<file path="config.mk">
export PLATFORM = sky130hd
export DESIGN_NAME = shift5_xor_gen
export DESIGN_NICKNAME = d
export VERILOG_FILES = /design/src/rtl/shift5_pkg.sv /design/src/rtl/shift5_core.sv /design/src/rtl/shift5_ctrl.sv /design/src/rtl/shift5_xor_gen.sv
export SDC_FILE = /design/constraint.sdc
export NUM_CORES = 1
export LEC_CHECK = 0
export BUFFER_PORTS_ARGS = -buffer_cell sky130_fd_sc_hd__buf_2
export CORE_AREA = 2 2 39 41
export DETAILED_ROUTE_END_ITERATION = 6
export DIE_AREA = 0 0 41 43
export PLACE_DENSITY = 0.81
export SYNTH_ARGS = -nofsm -noshare
export SYNTH_HDL_FRONTEND = slang
export SYNTH_HIERARCHICAL = 1
export SYNTH_SLANG_ARGS = --single-unit
export TNS_END_PERCENT = 100
</file>
<file path="constraint.sdc">
create_clock -name clk -period 3.45 [get_ports clk]
set_clock_uncertainty 0.05 [all_clocks]
set_input_delay 0.1725 -clock clk [delete_from_list [all_inputs] [get_ports clk]]
set_output_delay 0.1725 -clock clk [all_outputs]
set_load 0.1 [all_outputs]
</file>
<file path="src/rtl/shift5_pkg.sv">
package shift5_pkg;
    parameter int NSTAGE    = 5;
    parameter int TAP_STAGE = 3;

    localparam int TAP_BIT  = NSTAGE - TAP_STAGE;
    localparam int LAST_BIT = 0;

    typedef logic [NSTAGE-1:0] stage_t;

    localparam stage_t ALL_ONES = '1;

    typedef enum logic [1:0] {
        PH_FRESH    = 2'd0,
        PH_ADVANCED = 2'd1,
        PH_STUCK    = 2'd2
    } phase_t;
endpackage

</file>
<file path="src/rtl/shift5_core.sv">
module shift5_core
    import shift5_pkg::*;
(
    input  logic   clk,
    input  logic   rst,
    input  logic   load_en,
    input  logic   shift_en,
    input  stage_t seed_i,
    output stage_t cur_o,
    output stage_t shifted_o
);
    stage_t cur_q;
    logic   fb;

    always_comb begin
        fb        = cur_q[TAP_BIT] ^ cur_q[LAST_BIT];
        shifted_o = {fb, cur_q[NSTAGE-1:1]};
    end

    always_ff @(posedge clk) begin
        if (rst)           cur_q <= ALL_ONES;
        else if (load_en)  cur_q <= seed_i;
        else if (shift_en) cur_q <= shifted_o;
    end

    assign cur_o = cur_q;

    a_r1_reset_ones: assert property (@(posedge clk)
        rst |=> cur_q == ALL_ONES);

    a_r4_load_wins: assert property (@(posedge clk) disable iff (rst)
        load_en |=> cur_q == $past(seed_i));

    a_r5_hold: assert property (@(posedge clk) disable iff (rst)
        (!load_en && !shift_en) |=> $stable(cur_q));

    a_r2_shift_right: assert property (@(posedge clk) disable iff (rst)
        (shift_en && !load_en) |=> cur_q[NSTAGE-2:0] == $past(cur_q[NSTAGE-1:1]));
endmodule

</file>
<file path="src/rtl/shift5_ctrl.sv">
module shift5_ctrl
    import shift5_pkg::*;
(
    input  logic   clk,
    input  logic   rst,
    input  logic   load_en,
    input  logic   shift_en,
    input  stage_t seed_i,
    input  stage_t cur_i,
    input  stage_t shifted_i,
    output logic   stuck_o,
    output logic   wrap_o
);
    phase_t phase_q, phase_d;
    stage_t ref_q;
    logic   wrap_q;

    always_comb begin
        phase_d = phase_q;
        if (load_en) begin
            phase_d = (seed_i == '0) ? PH_STUCK : PH_FRESH;
        end else if (shift_en) begin
            unique case (phase_q)
                PH_FRESH:    phase_d = PH_ADVANCED;
                PH_ADVANCED: phase_d = PH_ADVANCED;
                PH_STUCK:    phase_d = PH_STUCK;
                default:     phase_d = PH_FRESH;
            endcase
        end
    end

    always_ff @(posedge clk) begin
        if (rst) begin
            phase_q <= PH_FRESH;
            ref_q   <= ALL_ONES;
        end else begin
            phase_q <= phase_d;
            if (load_en) ref_q <= seed_i;
        end
    end

    always_ff @(posedge clk) begin
        if (rst || load_en || !shift_en) wrap_q <= 1'b0;
        else wrap_q <= (phase_q != PH_STUCK) && (shifted_i == ref_q);
    end

    assign stuck_o = (phase_q == PH_STUCK);
    assign wrap_o  = wrap_q;

    a_r8_stuck_tracks_zero: assert property (@(posedge clk) disable iff (rst)
        stuck_o == (cur_i == '0));

    a_r8_stuck_sticky: assert property (@(posedge clk) disable iff (rst)
        (stuck_o && !load_en) |=> stuck_o);

    a_r7_wrap_single: assert property (@(posedge clk) disable iff (rst)
        wrap_q |=> !wrap_q);

    a_r7_wrap_not_stuck: assert property (@(posedge clk) disable iff (rst)
        wrap_q |-> (!stuck_o && cur_i == ref_q));
endmodule

</file>
<file path="src/rtl/shift5_xor_gen.sv">
module shift5_xor_gen
    import shift5_pkg::*;
(
    input  logic       clk,
    input  logic       rst,
    input  logic       shift_en,
    input  logic       load_en,
    input  logic [4:0] seed_i,
    output logic [4:0] state_o,
    output logic       serial_o,
    output logic       stuck_o,
    output logic       wrap_o
);
    stage_t cur_w;
    stage_t shifted_w;

    shift5_core core_i (
        .clk       (clk),
        .rst       (rst),
        .load_en   (load_en),
        .shift_en  (shift_en),
        .seed_i    (seed_i),
        .cur_o     (cur_w),
        .shifted_o (shifted_w)
    );

    shift5_ctrl ctrl_i (
        .clk       (clk),
        .rst       (rst),
        .load_en   (load_en),
        .shift_en  (shift_en),
        .seed_i    (seed_i),
        .cur_i     (cur_w),
        .shifted_i (shifted_w),
        .stuck_o   (stuck_o),
        .wrap_o    (wrap_o)
    );

    assign state_o  = cur_w;
    assign serial_o = cur_w[LAST_BIT];

    a_r3_serial_is_last: assert property (@(posedge clk) disable iff (rst)
        serial_o == state_o[0]);
endmodule

</file>
==> run summary <==
Reg-to-reg endpoint = ctrl_i/wrap_o
Gr usage total = 15.5%
Worst rel slew slack = 67.3%
Placeable Area = 1380 µm²
Initial Util = 46.7%
Reg clk slew, reported paths = 70 ps
Distinct cells, synth = 21
Num rows = 14
Postcts setup bufs = 0
Sequential share of the synthesized area = 40.3%
Primary FF master, synth = dfxtp_1
Final hold violations = 0
Crit Reg-Reg Startpoint = core_i/cur_o[2]
Via count = 513
DR iter-0 viols = 8
Critical Path AT = 1260 ps
Total wire length = 1220 µm
Slew Limit Fails = 0
Critical path type = flip-flop to output pin
Final setup violation count = 0
Root Buffer = clkbuf_4
Max clock buf depth = 2
PwrDens = 486 nW/µm²
Synthesized flop and latch total = 13
IO Port Bufs = 16
Worst Tran Pin Value = 494 ps
Layout area overhead = 9.50%
Sinks on Clock Net = 13
FF+latch area = 260 µm²
Leakage = 0.292 nW
Fraction of layout cells with a size suffix above 1 = 28.6%
Hold Crit Class = input pin to flip-flop
Post-synth EDFFs = 0
Total of warnings raised by yosys = 6
Post-synthesis async set-or-reset flop share = 0%
Gate Count Post-Synth = 66
Die area = 1760 µm²
Fillers = 133
Routed WL per cell = 13.1 µm
Mapped Nets = 75
Fin crit period = 1490 ps
Io pins = 17
RSZ-0062 raised after global routing = false
Die Ht = 43 µm
Highest clock rate = 0.673 GHz
Setup slack, reg-to-reg = 2100 ps
CTS-repair resized insts = 0
CTS buffer count = 3
Post-synthesis cell area = 646 µm²
Slack of the critical path = 1960 ps
Hold_sp = seed_i[2]
Worst Hold Path Cells = 2
Multi-input gate area = 317 µm²
Status = completed
R2R cell count = 4
Antenna violations before repair = 0
Clock latency on the worst-skew pair = 270 ps
N_diodes = 0
Drt drc = 0
GRT overflow = 0
Final worst path period share = 43.1%
Vias per inst = 5.52
Horiz. Die Dim = 41 µm
H-tree depth = 1
Worst Path Max Fanout = 2
Number of global-route vias before repair = 450
Largest net degree at the start of global routing = 21
Post-DP HPWL = 915 µm
Crit. End Element = output pin
Setup TNS Final = 0 ps
CTS tree = done
Gpl congestion = 0.779
Hold_buf cts = 0
Avg Inst Size Synth = 9.78 µm²
First-pass DRT Iterations = 4
Most frequent cells in the layout = buf_2, dfxtp_1, mux2i_1
Leading cell type in the layout, fill and taps excluded = buf_2
Worst vdd ir = 0.000278 V
First-pass GRT wire length = 1820 µm
# nets final = 87
Setup crit start kind = flip-flop
Worst Path Required = 3230 ps
Antenna Violating Nets Remaining = 0
Pre-CTS setup slack = 2140 ps
WHS Endpoint = ctrl_i/ref_q[2]
Max-cap viol count = 0
-- kinds of logic after synthesis --
kind of cell,after synthesis,share of synthesized area (%)
AO/OA/AOI/OAI,12,13.2
XOR/XNOR,6,8.14
buffers and inverters,10,10.7
flip-flops,13,40.3
multiplexers,6,9.30
AND/OR/NAND/NOR,19,18.4
-- state kept, by name, indices dropped and copies added, names as in the netlist --
name and flops:
core_i/cur_o 5, ctrl_i/ref_q 5, ctrl_i/phase_q 2, ctrl_i/wrap_o 1
-- worst max-delay path by stage --
stage | end | start
floorplan | ctrl_i/wrap_o | ctrl_i/phase_q[1]
global placement | ctrl_i/wrap_o | core_i/cur_o[2]
detailed placement | ctrl_i/wrap_o | core_i/cur_o[2]
CTS | stuck_o | ctrl_i/phase_q[1]
global route | stuck_o | ctrl_i/phase_q[1]
finish | stuck_o | ctrl_i/phase_q[1]
-- worst max-delay path, stage by stage, from the launching register on --
cell and delay [ps]:
dfxtp_1 340, inv_1 50, nor2_1 150, buf_2 450
-- cell type report --
type,instances,area share [%]
Multi-Input combinational cell,43,44.8
Sequential cell,13,36.8
Timing Repair Buffer,16,11.3
Clock buffer,4,3.72
Tap cell,16,2.83
Inverter,1,0.531
-- cell usage after synthesis, types with 2 or more instances --
cell type  instances  share of area (%)
nand2_1            2                1.2
nor2b_1            5                4.8
buf_4              8                9.3
nor2_1             3                1.7
a211o_1            4                5.4
mux2i_1            6                9.3
nor3b_1            4                4.7
xor2_1             2                2.7
a21oi_1            5                3.9
xnor2_1            4                5.4
dfxtp_1           13                 40
-- power breakdown --
part | internal, mW | switching [mW]
logic | 0.0245 | 0.0599
clock network | 0.0448 | 0.0476
registers | 0.159 | 0.00796
-- layer usage --
metal	global-route usage [%]	wire length, µm
met5	0	0
met4	8.00	14
met3	4.71	62
met2	24.7	614
met1	17.6	526
-- through the flow --
stage | total power [mW] | std cells | hold slack (ps) | instance area, µm² | utilization [%]
after floorplan | 0.244 | 66 | 221 | 646 | -
after global placement | 0.253 | 89 | 365 | 681 | 49.2
after detailed placement | 0.255 | 89 | 367 | 681 | 49.2
after CTS | 0.347 | 93 | 81.9 | 707 | 51.1
after global routing | 0.359 | 93 | 100 | 707 | 51.1
final | 0.344 | 93 | 88.5 | 707 | 51.1
Power figures use the tool's default switching activity.
